## config.mk

```make
export PLATFORM = sky130hd
export DESIGN_NAME = vid_timing_gen
export DESIGN_NICKNAME = d
export VERILOG_FILES = /design/src/rtl/vtg_pkg.sv /design/src/rtl/vtg_std_decode.sv /design/src/rtl/vtg_sync_edge.sv /design/src/rtl/vtg_fsc_div.sv /design/src/rtl/vtg_raster_cnt.sv /design/src/rtl/vtg_bar_gen.sv /design/src/rtl/vid_timing_gen.sv
export SDC_FILE = /design/constraint.sdc
export NUM_CORES = 1
export LEC_CHECK = 0
export CAP_MARGIN = 40
export CORE_AREA = 4 4 79 110
export CTS_BUF_LIST = sky130_fd_sc_hd__clkbuf_2
export DETAILED_ROUTE_END_ITERATION = 10
export DIE_AREA = 0 0 83 114
export HOLD_SLACK_MARGIN = 0.02
export PLACE_DENSITY = 0.83
export SLEW_MARGIN = 20
export SYNTH_ARGS = -nofsm -noshare
export SYNTH_HDL_FRONTEND = slang
export SYNTH_HIERARCHICAL = 1
export SYNTH_SLANG_ARGS = --single-unit
```

## constraint.sdc

```tcl
create_clock -name clk_i -period 6.3 [get_ports clk_i]
set_input_delay 0.945 -clock clk_i [delete_from_list [all_inputs] [get_ports clk_i]]
set_output_delay 0.945 -clock clk_i [all_outputs]
set_load 0.01 [all_outputs]
```

## src/rtl/vtg_pkg.sv

```systemverilog
package vtg_pkg;
  typedef enum logic [1:0] {
    STD_NTSC = 2'd0,
    STD_PAL  = 2'd1,
    STD_PALM = 2'd2
  } vtg_std_e;

  localparam int unsigned BAR_COUNT = 8;
  localparam int unsigned BIDX_W    = $clog2(BAR_COUNT);
endpackage

```

## src/rtl/vtg_std_decode.sv

```systemverilog
module vtg_std_decode
  import vtg_pkg::*;
#(
  parameter int unsigned NTSC_H_TOTAL = 910,
  parameter int unsigned PAL_H_TOTAL  = 1135,
  parameter int unsigned NTSC_V_FULL  = 525,
  parameter int unsigned NTSC_V_SHORT = 262,
  parameter int unsigned PAL_V_FULL   = 625,
  parameter int unsigned PAL_V_SHORT  = 312,
  parameter int unsigned HW           = 11,
  parameter int unsigned VW           = 10
) (
  input  logic          std_a_i,
  input  logic          std_b_i,
  input  logic          line_sel_i,
  output vtg_std_e      std_o,
  output logic [HW-1:0] h_total_o,
  output logic [VW-1:0] v_total_o
);
  always_comb begin
    unique case ({std_a_i, std_b_i})
      2'b00:   std_o = STD_PAL;
      2'b01:   std_o = STD_PALM;
      default: std_o = STD_NTSC;
    endcase
    if (std_o == STD_PAL) begin
      h_total_o = HW'(PAL_H_TOTAL);
      v_total_o = line_sel_i ? VW'(PAL_V_SHORT) : VW'(PAL_V_FULL);
    end else begin
      h_total_o = HW'(NTSC_H_TOTAL);
      v_total_o = line_sel_i ? VW'(NTSC_V_SHORT) : VW'(NTSC_V_FULL);
    end
  end
endmodule

```

## src/rtl/vtg_sync_edge.sv

```systemverilog
module vtg_sync_edge #(
  parameter int unsigned STAGES = 2
) (
  input  logic clk_i,
  input  logic rst_ni,
  input  logic init_ni,
  input  logic sync_ni,
  output logic fall_o
);
  // STAGES synchroniser flops plus one history flop for edge detection
  logic [STAGES:0] sh_q;

  always_ff @(posedge clk_i or negedge rst_ni) begin
    if (!rst_ni)       sh_q <= '1;
    else if (!init_ni) sh_q <= '1;
    else               sh_q <= {sh_q[STAGES-1:0], sync_ni};
  end

  assign fall_o = sh_q[STAGES] & ~sh_q[STAGES-1];
endmodule

```

## src/rtl/vtg_fsc_div.sv

```systemverilog
module vtg_fsc_div (
  input  logic clk_i,
  input  logic rst_ni,
  input  logic init_ni,
  output logic fsc_o
);
  logic [1:0] ph_q;

  always_ff @(posedge clk_i or negedge rst_ni) begin
    if (!rst_ni)       ph_q <= '0;
    else if (!init_ni) ph_q <= '0;
    else               ph_q <= ph_q + 2'd1;
  end

  assign fsc_o = ph_q[1];
endmodule

```

## src/rtl/vtg_raster_cnt.sv

```systemverilog
module vtg_raster_cnt #(
  parameter int unsigned HW = 11,
  parameter int unsigned VW = 10
) (
  input  logic          clk_i,
  input  logic          rst_ni,
  input  logic          init_ni,
  input  logic [HW-1:0] h_total_i,
  input  logic [VW-1:0] v_total_i,
  input  logic          h_rst_i,
  input  logic          v_rst_i,
  output logic [HW-1:0] h_cnt_o,
  output logic [VW-1:0] v_cnt_o,
  output logic [HW-1:0] h_next_o
);
  logic [HW-1:0] h_q, h_d;
  logic [VW-1:0] v_q, v_d;
  logic          h_wrap;

  always_comb begin
    h_wrap = h_q >= (h_total_i - 1'b1);
    h_d    = (h_rst_i || h_wrap) ? '0 : h_q + 1'b1;
    if (v_rst_i)                 v_d = '0;
    else if (h_wrap && !h_rst_i) v_d = (v_q >= (v_total_i - 1'b1)) ? '0 : v_q + 1'b1;
    else                         v_d = v_q;
  end

  always_ff @(posedge clk_i or negedge rst_ni) begin
    if (!rst_ni) begin
      h_q <= '0;
      v_q <= '0;
    end else if (!init_ni) begin
      h_q <= '0;
      v_q <= '0;
    end else begin
      h_q <= h_d;
      v_q <= v_d;
    end
  end

  assign h_cnt_o  = h_q;
  assign v_cnt_o  = v_q;
  assign h_next_o = init_ni ? h_d : '0;
endmodule

```

## src/rtl/vtg_bar_gen.sv

```systemverilog
module vtg_bar_gen
  import vtg_pkg::*;
#(
  parameter int unsigned HW = 11
) (
  input  logic              clk_i,
  input  logic              rst_ni,
  input  logic              init_ni,
  input  logic              start_i,
  input  logic              adv_i,
  input  logic [HW-1:0]     bar_w_i,
  output logic [BIDX_W-1:0] idx_o
);
  localparam logic [BIDX_W-1:0] LAST = BIDX_W'(BAR_COUNT - 1);

  logic [HW-1:0]     cnt_q;
  logic [BIDX_W-1:0] idx_q;

  always_ff @(posedge clk_i or negedge rst_ni) begin
    if (!rst_ni) begin
      cnt_q <= '0;
      idx_q <= '0;
    end else if (!init_ni || start_i) begin
      cnt_q <= '0;
      idx_q <= '0;
    end else if (adv_i) begin
      if (cnt_q >= bar_w_i - 1'b1) begin
        cnt_q <= '0;
        if (idx_q != LAST) idx_q <= idx_q + 1'b1;
      end else begin
        cnt_q <= cnt_q + 1'b1;
      end
    end
  end

  assign idx_o = idx_q;
endmodule

```

## src/rtl/vid_timing_gen.sv

```systemverilog
module vid_timing_gen
  import vtg_pkg::*;
#(
  parameter int unsigned NTSC_H_TOTAL = 910,
  parameter int unsigned PAL_H_TOTAL  = 1135,
  parameter int unsigned H_SYNC_W     = 67,
  parameter int unsigned H_ACT_START  = 160,
  parameter int unsigned H_FRONT      = 30,
  parameter int unsigned NTSC_V_FULL  = 525,
  parameter int unsigned NTSC_V_SHORT = 262,
  parameter int unsigned PAL_V_FULL   = 625,
  parameter int unsigned PAL_V_SHORT  = 312,
  parameter int unsigned V_SYNC_LINES = 3,
  parameter int unsigned V_ACT_START  = 20,
  parameter int unsigned V_BOTTOM     = 3,
  parameter int unsigned SYNC_STAGES  = 2,
  localparam int unsigned H_MAX = (NTSC_H_TOTAL > PAL_H_TOTAL) ? NTSC_H_TOTAL : PAL_H_TOTAL,
  localparam int unsigned V_MAX = (NTSC_V_FULL > PAL_V_FULL) ? NTSC_V_FULL : PAL_V_FULL,
  localparam int unsigned HW    = $clog2(H_MAX + 1),
  localparam int unsigned VW    = $clog2(V_MAX + 1),
  localparam int unsigned PIX_W = 4
) (
  input  logic             clk_i,
  input  logic             rst_ni,
  input  logic             init_ni,
  input  logic             std_a_i,
  input  logic             std_b_i,
  input  logic             line_sel_i,
  input  logic             ext_hs_ni,
  input  logic             ext_vs_ni,
  input  logic             sup_en_i,
  input  logic             bar_en_i,
  input  logic [PIX_W-1:0] gfx_pix_i,
  output logic             fsc_o,
  output logic [1:0]       std_o,
  output logic [HW-1:0]    h_cnt_o,
  output logic [VW-1:0]    v_cnt_o,
  output logic             hsync_no,
  output logic             vsync_no,
  output logic             active_o,
  output logic             blank_o,
  output logic [PIX_W-1:0] pix_o,
  output logic             key_o
);
  vtg_std_e          std;
  logic [HW-1:0]     h_total, h_next, h_end, bar_w;
  logic [VW-1:0]     v_total, v_end;
  logic [1:0]        ext_n, fall;
  logic              h_fall, v_fall;
  logic              h_act, v_act, bar_start, bar_adv;
  logic [BIDX_W-1:0] bar_idx;

  vtg_std_decode #(
    .NTSC_H_TOTAL(NTSC_H_TOTAL), .PAL_H_TOTAL(PAL_H_TOTAL),
    .NTSC_V_FULL(NTSC_V_FULL), .NTSC_V_SHORT(NTSC_V_SHORT),
    .PAL_V_FULL(PAL_V_FULL), .PAL_V_SHORT(PAL_V_SHORT),
    .HW(HW), .VW(VW)
  ) u_dec (
    .std_a_i(std_a_i), .std_b_i(std_b_i), .line_sel_i(line_sel_i),
    .std_o(std), .h_total_o(h_total), .v_total_o(v_total)
  );

  assign ext_n = {ext_vs_ni, ext_hs_ni};

  for (genvar g = 0; g < 2; g++) begin : g_ext
    vtg_sync_edge #(.STAGES(SYNC_STAGES)) u_edge (
      .clk_i(clk_i), .rst_ni(rst_ni), .init_ni(init_ni),
      .sync_ni(ext_n[g]), .fall_o(fall[g])
    );
  end

  assign h_fall = fall[0];
  assign v_fall = fall[1];

  vtg_fsc_div u_fsc (
    .clk_i(clk_i), .rst_ni(rst_ni), .init_ni(init_ni), .fsc_o(fsc_o)
  );

  vtg_raster_cnt #(.HW(HW), .VW(VW)) u_cnt (
    .clk_i(clk_i), .rst_ni(rst_ni), .init_ni(init_ni),
    .h_total_i(h_total), .v_total_i(v_total),
    .h_rst_i(h_fall), .v_rst_i(v_fall),
    .h_cnt_o(h_cnt_o), .v_cnt_o(v_cnt_o), .h_next_o(h_next)
  );

  assign h_end = h_total - HW'(H_FRONT);
  assign v_end = v_total - VW'(V_BOTTOM);
  assign bar_w = (h_end - HW'(H_ACT_START)) >> BIDX_W;

  // bar state tracks the counter value that takes effect at the next edge
  assign bar_start = h_next == HW'(H_ACT_START);
  assign bar_adv   = (h_next > HW'(H_ACT_START)) && (h_next < h_end);

  vtg_bar_gen #(.HW(HW)) u_bar (
    .clk_i(clk_i), .rst_ni(rst_ni), .init_ni(init_ni),
    .start_i(bar_start), .adv_i(bar_adv), .bar_w_i(bar_w), .idx_o(bar_idx)
  );

  always_comb begin
    h_act    = (h_cnt_o >= HW'(H_ACT_START)) && (h_cnt_o < h_end);
    v_act    = (v_cnt_o >= VW'(V_ACT_START)) && (v_cnt_o < v_end);
    active_o = h_act && v_act;
    blank_o  = !h_act || !v_act;
    hsync_no = h_cnt_o >= HW'(H_SYNC_W);
    vsync_no = v_cnt_o >= VW'(V_SYNC_LINES);
    if (!active_o)     pix_o = '0;
    else if (bar_en_i) pix_o = PIX_W'(bar_idx);
    else               pix_o = gfx_pix_i;
    key_o    = sup_en_i && active_o && (pix_o != '0);
  end

  assign std_o = std;
endmodule

```

==> out/metrics.yaml, run 1 <==
fin_crit_sh: 0.942
timing.rr.start: "u_cnt/h_cnt_o[0]$_DFF_PN0_"
peakVddDrop_v: 0.0000928
setup_tns_ps: 0
synth_most_common_cell: "ha_1"
synth_compound_area_frac: 0.135
min_period_ps: 5940
drt_iter0_drc: 215
ant_nets: 0
finClkSkew_ps: 14.1
hold_path_class: "input port to async pin"
path_delay_family: "simple AND/OR/NAND/NOR gates"
ys_seq_elements: 43
diodes: 0
synthSimpleGateAreaFrac: 0.268
tightest_slew_ps: 595
path_clk_slew_ps: 250
syn_inst: 563
die_w_um: 83
crit_path_end: "pix_o[3]"
rsz0062_at_grt: "no"
grt_max_degree: 36
coreArea_um2: 7700
leakagePower_nw: 2.33
ys_types: 67
antenna_found_initial: 0
fmax_ghz: 0.168
crit_slowest_cell: "clkdlybuf4s50_1"
design.die.area_um2: 9460
cp-end-kind: "primary output"
slew_viol_final: 0
synth-seq-area-share: 0.224
synth_area_um2: 4830
synth_area_leader_cell: "dfrtp_1"
ff_latch_area_um2: 1080
cp-startpoint: "std_a_i"
grt_pass1_vias: 4204
start_util: 0.627
finalHoldViolCount: 0
path_depth: 13
synthMuxAreaShare: 0.0148
io_buffers: 46
gr-usage-all-layers: 0.247
boundaryPins: 47
gp_congestion: 0.881
maxCapViolations: 0
r2r_cells: 17
avgSynthCellArea_um2: 8.58
synth-edff-count: 0
cts_resized: 0
synth_warnings: 6
synth_top_area_share: 0.192
cellPowerDensity_nw_per_um2: 119
outcome: "finished, final reports clean"
area_growth_pct: 12.6
whs_ps: 438
worstPathCellList: "clkdlybuf4s50_1 -> or2_1 -> ha_1 -> or4_4 -> or2_4 -> nor3_1 -> xnor2_1 -> ha_1 -> nor2b_1 -> o21ai_0 -> nand4_1 -> nor4_1 -> clkdlybuf4s50_1"
firstDrtPassIters: 4
routed_wl_um: 11500
path_class: "input port to primary output"
insertion_delay_ps: 460
cts_buffer_depth: 2
gr-total-overflow: 0
critPathLaunchType: "input port"
synth-main-ff-cell: "dfrtp_1"
r2r_end: "u_bar/idx_o[2]$_DFFE_PN0P_"
cts_tree: "yes"
num_vias: 4245
cp.arrival_ps: 4990
yosys-top-cells-area: "dfrtp_1 19%, ha_1 19%, xnor2_1 7.6%"
via_per_inst: 5.98
synth_xor_area_frac: 0.114
worst-path-max-fanout: 7
die_y_um: 114
cts_hold_buf: 0
max_stage_delay_ps: 590
setup_violations: 0
cts_buffers: 5
synth_commonest_cells: "73 x ha_1, 45 x nor2_1, 44 x nand2_1"
synth-adder-area-share: 0.189
htreeDepth: 2
crit_buf_inv: 2
grt_pass1_wl_um: 19400
drcViolationCount: 0
cts_sinks: 43
multi_input_area_um2: 3520
required_ps: 5350
wl_per_cell_um: 16.1
synth_top_family_by_area: "simple AND/OR/NAND/NOR gates"
relSlewSlack: 0.600
fill_cells: 635
synth-async-reset-ratio: 1.00
dp_hpwl_um: 9030
drive_gt1_frac: 0.0787
row_count: 38
finalNetCount: 696
cts_root_buffer: "clkbuf_2"
r2r_slack_ps: 1840
post-cts-setup-buffers: 0
[cell type report]
type | count | area share
flip-flops and latches | 43 | 0.199
inverters | 22 | 0.0152
clock buffers | 5 | 0.00460
clock inverters | 3 | 0.00782
repair buffers | 57 | 0.103
well taps | 100 | 0.0230
multi-input cells | 480 | 0.648
[per-stage QoR]
step | instance area [µm²] | power (mW) | setup slack (ps) | instances | util
finish | 5440 | 0.650 | 365 | 710 | 0.706
global route | 5440 | 0.691 | 167 | 710 | 0.706
CTS | 5430 | 0.649 | 339 | 709 | 0.705
detailed placement | 5370 | 0.478 | 354 | 701 | 0.697
global placement | 5340 | 0.467 | 465 | 700 | 0.693
floorplan | 4860 | 0.431 | 1430 | 570 | -
[cells by family (layout without fill, tap and decap cells)]
| logic type | after synthesis | in the layout |
|---|---|---|
| simple gates | 238 | 238 |
| compound gates | 89 | 89 |
| fa+ha+maj | 73 | 73 |
| xor+xnor | 63 | 63 |
| buf+inv | 47 | 87 |
| flops | 43 | 43 |
| mux | 7 | 7 |
| other cells | 3 | 10 |
[sequential cells by signal (all words and copies together) (netlist names)]
register	count
u_bar/idx_o	3
u_bar/cnt_q	11
u_fsc/ph_q	2
g_ext.u_edge/sh_q	6
u_cnt/h_cnt_o	11
u_cnt/v_cnt_o	10
[cell usage in the layout (no fill, tap or decap), drive strengths merged, types with 13 or more instances in the layout]
cell	instances
xnor2	42
clkdlybuf4s50	45
o21ai	21
dfrtp	37
nor2	45
nor3	34
xor2	21
inv	23
nand2	45
ha	73
nand3	13
a21oi	31
nand2b	19
nand4	17
[report_power, final]
part | internal [mW] | total [mW] | switching (mW)
registers | 0.282 | 0.287 | 0.00477
logic | 0.0828 | 0.193 | 0.110
clock network | 0.0674 | 0.170 | 0.103
[routing by layer]
metal | vias to the layer above | global-route usage | share of wire
li1 | 2114 | - | -
met1 | 2033 | 0.284 | 0.41
met2 | 74 | 0.457 | 0.54
met3 | 24 | 0.0376 | 0.025
met4 | 0 | 0.0971 | 0.026
met5 | - | 0 | 0
[worst min path at each step]
stage,startpoint,to,slack [ps],depth (start not counted)
after global placement,g_ext[1].u_edge/sh_q[0]$_DFF_PN1_,g_ext[1].u_edge/sh_q[1]$_DFF_PN1_,470,1
after floorplan,g_ext[0].u_edge/sh_q[0]$_DFF_PN1_,g_ext[0].u_edge/sh_q[1]$_DFF_PN1_,470,1
after global routing,rst_ni,u_bar/cnt_q[8]$_DFFE_PN0P_,420,1
final,rst_ni,u_cnt/h_cnt_o[0]$_DFF_PN0_,440,1
after detailed placement,g_ext[0].u_edge/sh_q[0]$_DFF_PN1_,g_ext[0].u_edge/sh_q[1]$_DFF_PN1_,470,1
after CTS,rst_ni,u_bar/cnt_q[8]$_DFFE_PN0P_,440,1
Note: power is estimated with default switching activity, not from simulation.
==> inputs of run 2 (changes only) <==
--- a/config.mk
+++ b/config.mk
@@ -6,14 +6,13 @@
 export NUM_CORES = 1
 export LEC_CHECK = 0
 export CAP_MARGIN = 40
-export CORE_AREA = 4 4 79 110
+export CORE_AREA = 5 5 69 96
 export CTS_BUF_LIST = sky130_fd_sc_hd__clkbuf_2
 export DETAILED_ROUTE_END_ITERATION = 10
-export DIE_AREA = 0 0 83 114
+export DIE_AREA = 0 0 74 101
 export HOLD_SLACK_MARGIN = 0.02
 export PLACE_DENSITY = 0.83
 export SLEW_MARGIN = 20
 export SYNTH_ARGS = -nofsm -noshare
 export SYNTH_HDL_FRONTEND = slang
-export SYNTH_HIERARCHICAL = 1
 export SYNTH_SLANG_ARGS = --single-unit
==> run 2 against run 1 <==
  * Critical path depth down 3
  * Core utilization down 3.8 points
  * Global-route usage decreased by 1.7 points
  * Wire length decreased by 30%
==> out/metrics.yaml, run 2 <==
most-common-layout-cells: "45 x clkdlybuf4s50_1, 37 x dfrtp_1, 30 x nand2_1"
synth-edff-count: 0
multi_input_area_um2: 2020
dp_hpwl_um: 6100
ys_seq_elements: 43
antenna_found_initial: 0
synth-async-reset-ratio: 1.00
io_buffers: 46
leakagePower_nw: 1.65
area_growth_pct: 13.3
peakVddDrop_v: 0.000127
final_common_cell: "clkdlybuf4s50_1"
gp_congestion: 0.936
diodes: 0
cp.arrival_ps: 4560
min_period_ps: 5500
final_util: 0.668
htreeDepth: 2
drive_gt1_frac: 0.0883
cts_buffers: 5
synth_most_common_cell: "dfrtp_1"
slew_viol_final: 0
drcViolationCount: 0
relSlewSlack: 0.471
maxCapViolations: 0
tightest_slew_ps: 793
design.die.area_um2: 7470
boundaryPins: 47
synth_commonest_cells: "37 x dfrtp_1, 30 x nand2_1, 29 x inv_1"
die_w_um: 74
coreArea_um2: 5740
dpl_cell_area_um2: 3790
grt_max_degree: 27
gr-total-overflow: 0
required_ps: 5350
wl_per_cell_um: 16.4
avgSynthCellArea_um2: 8.76
finClkSkew_ps: 8.25
synth_top_area_share: 0.274
fill_cells: 480
ant_nets: 0
die_y_um: 101
setup_violations: 0
synth-main-ff-cell: "dfrtp_1"
setup_tns_ps: 0
synth_area_um2: 3380
cts_hold_buf: 0
via_per_inst: 6.30
rsz0062_at_grt: "no"
routed_wl_um: 8000
cts_sinks: 43
ff_latch_area_um2: 1080
cts_resized: 0
cts_buffer_depth: 2
whs_ps: 444
path_clk_slew_ps: 220
synth_warnings: 0
cellPowerDensity_nw_per_um2: 134
finalNetCount: 460
grt_pass1_vias: 3011
insertion_delay_ps: 400
cts_root_buffer: "clkbuf_2"
drt_iter0_drc: 255
post-cts-setup-buffers: 0
start_util: 0.589
worst-path-max-fanout: 10
num_vias: 3082
critPathLaunchType: "input port"
outcome: "finished, final reports clean"
synth_area_leader_cell: "dfrtp_1"
synth-seq-area-share: 0.320
ys_types: 70
path_class: "input port to primary output"
row_count: 33
dp_slack_ps: 827
gr-usage-all-layers: 0.230
grt_pass1_wl_um: 13700
finalHoldViolCount: 0
setup_ws_ps: 799
hold_path_class: "input port to async pin"
fin_crit_sh: 0.873
syn_nets: 428
cts_tree: "yes"
fmax_ghz: 0.182
syn_inst: 386
cp-end-kind: "primary output"
yosys-top-cells-area: "dfrtp_1 27%, ha_1 10%, dfstp_2 4.7%"
firstDrtPassIters: 4
design_area_um2: 3830
[run 2: cell families (layout without fill, tap and decap cells)]
group	count (synthesis)	count (layout)	share of synthesized area
other	1	1	0.00111
xor gates and xnor gates	10	10	0.0259
and+or+nand+nor	152	152	0.254
DFF	43	43	0.320
buffers and inverters	53	86	0.0814
adders and majority gates	28	28	0.104
muxes	4	4	0.0118
AOI/OAI and AO/OA	95	95	0.202
[run 2: through the flow]
stage | std cells | power, mW
detailed placement | 481 | 0.399
CTS | 489 | 0.519
global placement | 480 | 0.394
global route | 489 | 0.542
finish | 489 | 0.513
floorplan | 386 | 0.358
[run 2: layer usage]
layer / share of wire / GRT usage
met4: 0.021 / 0.0865
met5: 0 / 0
met3: 0.060 / 0.0339
met1: 0.42 / 0.298
met2: 0.50 / 0.380
[run 2: final timing paths]
| path | from | to | slack, ps | depth (start not counted) |
|---|---|---|---|---|
| max in group asynchronous | rst_ni | g_ext[0].u_edge.sh_q[1]$_DFF_PN1_ | 5290 | 2 |
| worst min-delay path | rst_ni | u_cnt.h_cnt_o[9]$_DFF_PN0_ | 440 | 1 |
| min in group clk_i | u_fsc.ph_q[0]$_DFF_PN0_ | u_fsc.ph_q[0]$_DFF_PN0_ | 460 | 1 |
| worst min register to register | u_fsc.ph_q[0]$_DFF_PN0_ | u_fsc.ph_q[0]$_DFF_PN0_ | 460 | 1 |
| worst max register to register | u_cnt.h_cnt_o[0]$_DFF_PN0_ | u_bar.cnt_q[7]$_DFFE_PN0P_ | 3080 | 8 |
| worst max-delay path | std_b_i | pix_o[3] | 800 | 10 |
[run 2: where the power goes]
| part | internal [mW] | total [mW] | switching [mW] |
|---|---|---|---|
| Sequential | 0.284 | 0.296 | 0.0120 |
| Clock | 0.0283 | 0.119 | 0.0904 |
| Combinational | 0.0467 | 0.0975 | 0.0508 |
| Total | 0.359 | 0.513 | 0.153 |
[run 2: critical path: stages]
cell and delay (ps):
clkdlybuf4s50_1 510, nor2_4 280, inv_1 180, ha_1 370, nor3b_1 180, a221o_1 370
a2111oi_0 380, o221ai_1 460, nor3b_1 300, clkdlybuf4s50_1 570
[run 2: area by class of cell]
cell class	count	share of cell area
Tap cell	70	0.0228
Clock buffer	6	0.00783
Inverter	30	0.0294
Timing Repair Buffer	48	0.126
Clock inverter	2	0.00326
Sequential cell	43	0.283
Multi-Input combinational cell	290	0.528
